$ cat src/rtl/lcd_tgen_pkg.sv
package lcd_tgen_pkg;

  // Strobes passed from timing control to the pixel datapath.
  typedef struct packed {
    logic step;     // pixel clock falls at this edge
    logic hsNext;   // hsync level for the position being entered
    logic vsNext;   // vsync level for the position being entered
    logic actNext;  // position being entered lies in the active window
  } tgenStrobe_t;

endpackage

$ cat src/rtl/lcd_tgen_ctrl.sv
module lcd_tgen_ctrl
  import lcd_tgen_pkg::*;
#(
  parameter int DIV_W       = 16,
  parameter int LINE_LEN    = 525,
  parameter int ACT_PIX     = 480,
  parameter int HS_W        = 41,
  parameter int HDELAY      = 43,
  parameter int FRAME_LINES = 286,
  parameter int ACT_LINES   = 272,
  parameter int VS_W        = 10,
  parameter int VDELAY      = 12
) (
  input  logic             clk,
  input  logic             rstN,
  input  logic [DIV_W-1:0] pixDiv,
  output logic             pclk,
  output tgenStrobe_t      strb
);

  localparam int HW = $clog2(LINE_LEN);
  localparam int VW = $clog2(FRAME_LINES);
  localparam logic [HW-1:0] H_LAST   = HW'(LINE_LEN - 1);
  localparam logic [VW-1:0] V_LAST   = VW'(FRAME_LINES - 1);
  localparam logic [HW-1:0] H_ACT_LO = HW'(HDELAY);
  localparam logic [HW-1:0] H_ACT_HI = HW'(HDELAY + ACT_PIX);
  localparam logic [VW-1:0] V_ACT_LO = VW'(VDELAY);
  localparam logic [VW-1:0] V_ACT_HI = VW'(VDELAY + ACT_LINES);
  localparam logic [HW-1:0] H_SYNC   = HW'(HS_W);
  localparam logic [VW-1:0] V_SYNC   = VW'(VS_W);

  logic [DIV_W-1:0] divCnt;
  logic             halfDone;
  logic [HW-1:0]    hCnt, hNext;
  logic [VW-1:0]    vCnt, vNext;

  // A half period ends once the divider count reaches the programmed value.
  assign halfDone = (divCnt >= pixDiv);

  always_ff @(posedge clk) begin
    if (!rstN) begin
      divCnt <= '0;
      pclk   <= 1'b0;
    end else if (halfDone) begin
      divCnt <= '0;
      pclk   <= ~pclk;
    end else begin
      divCnt <= divCnt + 1'b1;
    end
  end

  // Next raster position, entered when the pixel clock falls.
  always_comb begin
    hNext = hCnt + 1'b1;
    vNext = vCnt;
    if (hCnt == H_LAST) begin
      hNext = '0;
      vNext = (vCnt == V_LAST) ? '0 : vCnt + 1'b1;
    end
  end

  always_ff @(posedge clk) begin
    if (!rstN) begin
      hCnt <= '0;
      vCnt <= '0;
    end else if (strb.step) begin
      hCnt <= hNext;
      vCnt <= vNext;
    end
  end

  assign strb.step    = pclk && halfDone;
  assign strb.hsNext  = (hNext < H_SYNC);
  assign strb.vsNext  = (vNext < V_SYNC);
  assign strb.actNext = (hNext >= H_ACT_LO) && (hNext < H_ACT_HI) &&
                        (vNext >= V_ACT_LO) && (vNext < V_ACT_HI);

endmodule

$ cat src/rtl/lcd_tgen_dp.sv
module lcd_tgen_dp
  import lcd_tgen_pkg::*;
#(
  parameter int CH_W    = 8,
  parameter int TRUNC_W = 6
) (
  input  logic                clk,
  input  logic                rstN,
  input  tgenStrobe_t         strb,
  input  logic                rgb666Mode,
  input  logic [3*CH_W-1:0]   pixData,
  input  logic                pixValid,
  output logic                pixReady,
  output logic                hsync,
  output logic                vsync,
  output logic                de,
  output logic [3*CH_W-1:0]   rgb
);

  localparam int PIX_W = 3 * CH_W;
  localparam int NAR_W = 3 * TRUNC_W;

  logic [PIX_W-1:0] fmt666;

  // Keep the upper TRUNC_W bits of each colour, packed at the bottom of the bus.
  generate
    for (genvar c = 0; c < 3; c++) begin : g_ch
      assign fmt666[c*TRUNC_W +: TRUNC_W] = pixData[c*CH_W + (CH_W - TRUNC_W) +: TRUNC_W];
    end
  endgenerate
  assign fmt666[PIX_W-1:NAR_W] = '0;

  assign pixReady = strb.step && strb.actNext;

  always_ff @(posedge clk) begin
    if (!rstN) begin
      hsync <= 1'b1;
      vsync <= 1'b1;
      de    <= 1'b0;
      rgb   <= '0;
    end else if (strb.step) begin
      hsync <= strb.hsNext;
      vsync <= strb.vsNext;
      de    <= strb.actNext;
      if (strb.actNext && pixValid)
        rgb <= rgb666Mode ? fmt666 : pixData;
      else
        rgb <= '0;
    end
  end

endmodule

$ cat src/rtl/lcd_tgen_top.sv
module lcd_tgen_top
  import lcd_tgen_pkg::*;
#(
  parameter int DIV_W       = 16,
  parameter int CH_W        = 8,
  parameter int TRUNC_W     = 6,
  parameter int LINE_LEN    = 525,
  parameter int ACT_PIX     = 480,
  parameter int HS_W        = 41,
  parameter int HDELAY      = 43,
  parameter int FRAME_LINES = 286,
  parameter int ACT_LINES   = 272,
  parameter int VS_W        = 10,
  parameter int VDELAY      = 12
) (
  input  logic              clk,
  input  logic              rstN,
  input  logic [DIV_W-1:0]  pixDiv,
  input  logic              rgb666Mode,
  input  logic [3*CH_W-1:0] pixData,
  input  logic              pixValid,
  output logic              pixReady,
  output logic              lcdPclk,
  output logic              lcdHsync,
  output logic              lcdVsync,
  output logic              lcdDe,
  output logic [3*CH_W-1:0] lcdRgb
);

  tgenStrobe_t strb;

  lcd_tgen_ctrl #(
    .DIV_W(DIV_W), .LINE_LEN(LINE_LEN), .ACT_PIX(ACT_PIX), .HS_W(HS_W),
    .HDELAY(HDELAY), .FRAME_LINES(FRAME_LINES), .ACT_LINES(ACT_LINES),
    .VS_W(VS_W), .VDELAY(VDELAY)
  ) u_ctrl (
    .clk(clk), .rstN(rstN), .pixDiv(pixDiv), .pclk(lcdPclk), .strb(strb)
  );

  lcd_tgen_dp #(.CH_W(CH_W), .TRUNC_W(TRUNC_W)) u_dp (
    .clk(clk), .rstN(rstN), .strb(strb), .rgb666Mode(rgb666Mode),
    .pixData(pixData), .pixValid(pixValid), .pixReady(pixReady),
    .hsync(lcdHsync), .vsync(lcdVsync), .de(lcdDe), .rgb(lcdRgb)
  );

endmodule

$ cat config.mk
export PLATFORM = sky130hd
export DESIGN_NAME = lcd_tgen_top
export DESIGN_NICKNAME = d
export VERILOG_FILES = /design/src/rtl/lcd_tgen_pkg.sv /design/src/rtl/lcd_tgen_ctrl.sv /design/src/rtl/lcd_tgen_dp.sv /design/src/rtl/lcd_tgen_top.sv
export SDC_FILE = /design/constraint.sdc
export NUM_CORES = 1
export LEC_CHECK = 0
export ABC_AREA = 1
export CAP_MARGIN = 20
export CELL_PAD_IN_SITES_DETAIL_PLACEMENT = 0
export CELL_PAD_IN_SITES_GLOBAL_PLACEMENT = 1
export CORE_MARGIN = 4
export CORE_UTILIZATION = 40
export CTS_CLUSTER_DIAMETER = 200
export DETAILED_ROUTE_END_ITERATION = 7
export GPL_ROUTABILITY_DRIVEN = 0
export GPL_TIMING_DRIVEN = 0
export PLACE_DENSITY_LB_ADDON = 0.1
export SETUP_SLACK_MARGIN = 0.15
export SLEW_MARGIN = 25
export SYNTH_ARGS = -nofsm -noshare
export SYNTH_HDL_FRONTEND = slang
export SYNTH_SLANG_ARGS = --single-unit
$ cat constraint.sdc
create_clock -name clk -period 3.45 [get_ports clk]
set_input_delay 0.8625 -clock clk [delete_from_list [all_inputs] [get_ports clk]]
set_output_delay 0.8625 -clock clk [all_outputs]
set_load 0.02 [all_outputs]
== After elaboration in Yosys (flattened, before gate mapping) ==
Cells that the tools add are included.

* RAM bits: 0
* Bits in read-only memories: 0
* Register bits after elaboration: 63
* Word-level logic and storage cells: 34
* Memories: 0
* Output and inout bits: 29
* Bits in latches: 0

* Mux-type cells: 5
* Shift operators: 0
* Eq/ne operators: 2
* Bitwise operators: 2
* Reductions and logical operators: 7
* $mul: 0
* $lt $le $gt $ge: 7
* Add/subtract/negate cells: 3
* Divide/modulo/power cells: 0

{| class="wikitable"
|+ Operators with widths
! operator !! count
|-
| $mux W24 || 2
|-
| $mux W9 || 2
|-
| $add A16 B1 Y16 const B || 1
|-
| $ge A16 B16 Y1 || 1
|-
| $add A10 B1 Y10 const B || 1
|-
| $eq A10 B10 Y1 const B || 1
|-
| $ge A10 B6 Y1 const B || 1
|-
| $lt A10 B10 Y1 const B || 1
|-
| $lt A10 B6 Y1 const B || 1
|-
| $mux W10 || 1
|-
| $add A9 B1 Y9 const B || 1
|-
| $eq A9 B9 Y1 const B || 1
|-
| $ge A9 B4 Y1 const B || 1
|-
| $lt A9 B4 Y1 const B || 1
|-
| $lt A9 B9 Y1 const B || 1
|-
| $logic_and A1 B1 Y1 || 6
|-
| $not A1 Y1 || 2
|-
| $reduce_or A2 Y1 || 1
|}

== Logic depth before layout (Yosys ltp) ==
* Depth in word-level cells: 8
* Depth in mapped cells: 17
* Depth with buffers taken out: 17

== Hierarchy ==
Synthesis repeated with hierarchy kept, for this count alone.

* Cells, all modules: 603
* Area, all modules: 3871.2 µm²

{| class="wikitable"
|+ Modules (own cells, without submodules)
! module !! seq. area each (µm²) !! cells each !! area an instance (µm²) !! times used
|-
| lcd_tgen_ctrl || 720.7 || 424 || 2636.3 || 1
|-
| lcd_tgen_dp || 540.5 || 179 || 1234.9 || 1
|}

== Worst setup path before layout ==
OpenSTA, ideal clock, no wires.

* Path kind: input-to-output
* Start point: input pixDiv[15]
* End point: output pixReady
* Data arrival time: 2177 ps
* Cell stages on the path: 8
* Buffers on the path: 0
* Setup slack: 411 ps
* Cells stage by stage: inv_1 ha_1 nand4_1 nor3_1 nand3_1 nand3_1 nand2_1 nor2_1

* Longest elaborated chain between the ends: 3

{| class="wikitable"
|+ RTL lines
! what !! line !! RTL
|-
| start: declaration || lcd_tgen_top.sv:18 || <nowiki>input logic [DIV_W-1:0] pixDiv,</nowiki>
|-
| $ge A16 B16 Y1 || lcd_tgen_ctrl.sv:38 || <nowiki>assign halfDone = (divCnt >= pixDiv);</nowiki>
|-
| $logic_and A1 B1 Y1 || lcd_tgen_ctrl.sv:72 || <nowiki>assign strb.step = pclk && halfDone;</nowiki>
|-
| $logic_and A1 B1 Y1 || lcd_tgen_dp.sv:33 || <nowiki>assign pixReady = strb.step && strb.actNext;</nowiki>
|-
| end: declaration || lcd_tgen_top.sv:22 || <nowiki>output logic pixReady,</nowiki>
|}

Every way passes these cells.

== Final worst setup path ==
* Start point: register u_ctrl.hCnt[0]
* End point: output pixReady

* Longest elaborated chain between the ends: 7

{| class="wikitable"
|+ RTL lines
! what !! line !! RTL
|-
| start: declaration || lcd_tgen_ctrl.sv:34 || <nowiki>logic [HW-1:0] hCnt, hNext;</nowiki>
|-
| start signal: assignment || lcd_tgen_ctrl.sv:67 || <nowiki>hCnt <= hNext;</nowiki>
|-
| $add A10 B1 Y10 / $eq A10 B10 Y1 (equally long branches) || lcd_tgen_ctrl.sv:54, lcd_tgen_ctrl.sv:56 ||
|-
| $mux W10 || lcd_tgen_ctrl.sv:56 || <nowiki>if (hCnt == H_LAST) begin</nowiki>
|-
| $ge A10 B6 Y1 / $lt A10 B10 Y1 (equally long branches) || lcd_tgen_ctrl.sv:75 || <nowiki>assign strb.actNext = (hNext >= H_ACT_LO) && (hNext < H_ACT_HI) &&</nowiki>
|-
| $logic_and A1 B1 Y1 (2 in a row) || lcd_tgen_ctrl.sv:75 ||
|-
| $logic_and A1 B1 Y1 * || lcd_tgen_ctrl.sv:76 || <nowiki>(vNext >= V_ACT_LO) && (vNext < V_ACT_HI);</nowiki>
|-
| $logic_and A1 B1 Y1 * || lcd_tgen_dp.sv:33 ||
|}

Every way passes the cells marked *; elsewhere a longest branch is shown, timed or not.

==> reports/metrics.yaml <==
status: "finished, final reports clean"
p_leak_nw: 2.49
cp_max_fo: 4
synth.net_count: 642
clkLatencyLatePin_ns: 0.34
cts_root_buf: "clkbuf_8"
synth_area_leader_cell: "dfxtp_1"
synth_top_area_share_pct: 32.6
synth.top_cells.by_count: "nand2_1 (133), inv_1 (99), nor2_1 (79)"
seq_area_frac_synth_pct: 32.6
worst-endpoint-required_ns: 2.59
pre_cts_ws_ns: -0.838
first_pass_iters: 4
worstReg2RegStart: "u_ctrl.divCnt[13]"
yosys_warnings: 0
critPathArrivalTime_ns: 2.31
avgViaCountPerCell: 4.76
start_util_pct: 41.5
reg2reg_setup_slack_ns: 0.68
worst-r2r-cell-count: 15
synthTopCellsByArea: "dfxtp_1 (33%), nand2_1 (13%), inv_1 (9.6%)"
grt.total_usage_pct: 18.1
power_density_nw_per_um2: 272
startpoint_type: "flip-flop"
drv_slew: 0
design_area_um2: 5420
synth_most_common_cell: "nand2_1"
slew_headroom_pct: 64.6
port-buffer-count: 71
slowest_delay_ns: 0.34
totalWireLength_um: 10400
path_cells: "inv_2, ha_2, nand3_1, nor2_4, buf_4, nand2_2, nand2_1, nand2_2, nor2_2, nand2_1, nor2_2, nor2_4, nand2_2, nor2_4, buf_6"
ant_nets: 0
cts_htree_levels: 3
crit_start: "u_ctrl.hCnt[0]"
clock_sinks: 63
fp.dieH_um: 106
nFillCells: 880
dpl-instance-area_um2: 4750
ys.flop_type: "dfxtp_1"
cts_made_buffers: 9
fin_nets: 744
syn-instance-count: 576
avgSynthCellArea_um2: 6.73
path_class: "reg2out"
endpoint_kind: "primary output"
drive_gt1_share_pct: 21.8
post-route-drc-count: 0
synth_area_um2: 3870
grt_pass1_wl_um: 16800
cts_tree: "built"
core.rowCount: 35
grt_max_degree: 12
antenna_found_initial: 0
antennaDiodeCount: 0
rsz0062_at_grt: "no"
skew_ns: 0.00815
setup_slack_ns: 0.282
drt_iter0_markers: 109
hold_ws_ns: 0.467
worst_pin_slew_ns: 0.531
fin_crit_ns: 3.17
finalHoldViolations: 0
synthArstFlopShare_pct: 0
max_freq_mhz: 316
cp-endpoint: "pixReady"
dieArea_um2: 11300
hpwl_um: 7550
wl_per_cell_um: 12.8
via_count: 3866
grt-ovfl-total: 0
hp-class: "reg2reg"
core_um2: 9330
die_w_um: 106
worstReg2RegEnd: "u_ctrl.divCnt[15]"
synth_seq_cells: 63
maxCapViolCount: 0
vdd_ir_drop_max_uv: 133
period_share_pct: 91.8
grt_pass1_vias: 3592
cts.path.max_buffers: 2
final-setup-viol-count: 0
total_power_mw: 1.47
synth.distinct_cells: 35
synth_edf_count: 0
area_growth_syn_to_layout_pct: 40.0
cp_slowest_cell: "dfxtp_2"
path_clk_slew_ns: 0.07
ios: 73
what timing repair did:
| action | in CTS | in global routing |
|---|---|---|
| pin swaps | 13 | 29 |
| gates resized for setup | 34 | 75 |
| endpoints found under the setup margin | 1 | 16 |
| hold buffers | 0 | 0 |
| cloned | 0 | 1 |
| setup buffers | 10 | 9 |
flip-flops by register name, indices dropped and copies added, names as in the netlist:
| name | flops |
|---|---|
| u_ctrl.pclk | 1 |
| u_dp.vsync | 1 |
| u_ctrl.divCnt | 16 |
| u_dp.rgb | 24 |
| u_ctrl.hCnt | 10 |
| u_dp.de | 1 |
| u_dp.hsync | 1 |
| u_ctrl.vCnt | 9 |
final cells by class:
| type | count | area, um^2 | share of cell area, % |
|---|---|---|---|
| inverter | 103 | 392 | 7.22 |
| buffer | 13 | 72.6 | 1.34 |
| timing repair buffer | 90 | 865 | 15.9 |
| tap | 129 | 161 | 2.98 |
| multi-input combinational | 398 | 2480 | 45.8 |
| sequential | 63 | 1260 | 23.3 |
| clock buffer | 11 | 151 | 2.79 |
| clock inverter | 5 | 32.5 | 0.600 |
cell families after synthesis:
| group | count (synthesis) | share of synthesized area, % |
|---|---|---|
| mux | 2 | 0.517 |
| compound gates | 89 | 15.7 |
| fa+ha+maj | 22 | 7.11 |
| simple gates | 279 | 31.0 |
| buf+inv | 116 | 12.0 |
| flops | 63 | 32.6 |
| xor+xnor | 5 | 1.13 |
worst max-delay path: cells and delay by family (launching register included):
family                   cells  cell delay, ns
buffers and inverters        3            0.33
AND/OR/NAND/NOR             11            1.09
flip-flops                   1            0.34
adder cells (fa/ha/maj)      1            0.19
per-layer routing:
layer	vias to the layer above	global-route usage (%)	share of wire (%)
met3	16	4.19	5.1
met2	85	29.8	50
met1	1732	23.3	43
li1	2033	-	-
met4	0	6.48	1.6
met5	-	0	0
placed cells by master (no fill, tap or decap), drive strengths merged, types with 2 or more instances in the layout:
cell type / instances
dlymetal6s2s: 12
xor2: 4
nand2: 136
a21oi: 15
nor2: 87
nand4: 8
ha: 22
nand3: 34
dfxtp: 63
clkinvlp: 3
clkbuf: 21
buf: 27
clkinv: 3
clkdlybuf4s50: 54
nor3: 6
o21bai: 24
mux2i: 2
and3: 2
a31oi: 2
inv: 102
nor3b: 6
o21ai: 34
o22ai: 12
report_power, final:
group	leakage, nW	switching (mW)	total, mW	internal [mW]
Combinational	1.90	0.0704	0.142	0.0712
Sequential	0.509	0.00424	0.734	0.730
Clock	0.0873	0.302	0.599	0.297
how the worst min path moves through the flow:
stage | start | endpoint | slack (ns) | cells past startpoint
final | u_ctrl.divCnt[0] | u_ctrl.divCnt[0] | 0.47 | 1
after global routing | u_ctrl.divCnt[0] | u_ctrl.divCnt[0] | 0.51 | 1
after CTS | u_ctrl.divCnt[0] | u_ctrl.divCnt[0] | 0.48 | 1
after detailed placement | u_ctrl.divCnt[0] | u_ctrl.divCnt[0] | 0.46 | 1
after global placement | u_ctrl.divCnt[0] | u_ctrl.divCnt[0] | 0.45 | 1
after floorplan | u_ctrl.divCnt[0] | u_ctrl.divCnt[0] | 0.43 | 1
through the flow:
stage          util [%]  std cells  TNS (ns)
6_report           58.1        812         0
5_1_grt            58.1        812         0
4_1_cts            54.8        802         0
3_5_place_dp       50.9        776     -3.56
3_3_place_gp       50.9        776     -3.04
2_1_floorplan         -        576         0
Power figures use the tool's default switching activity.
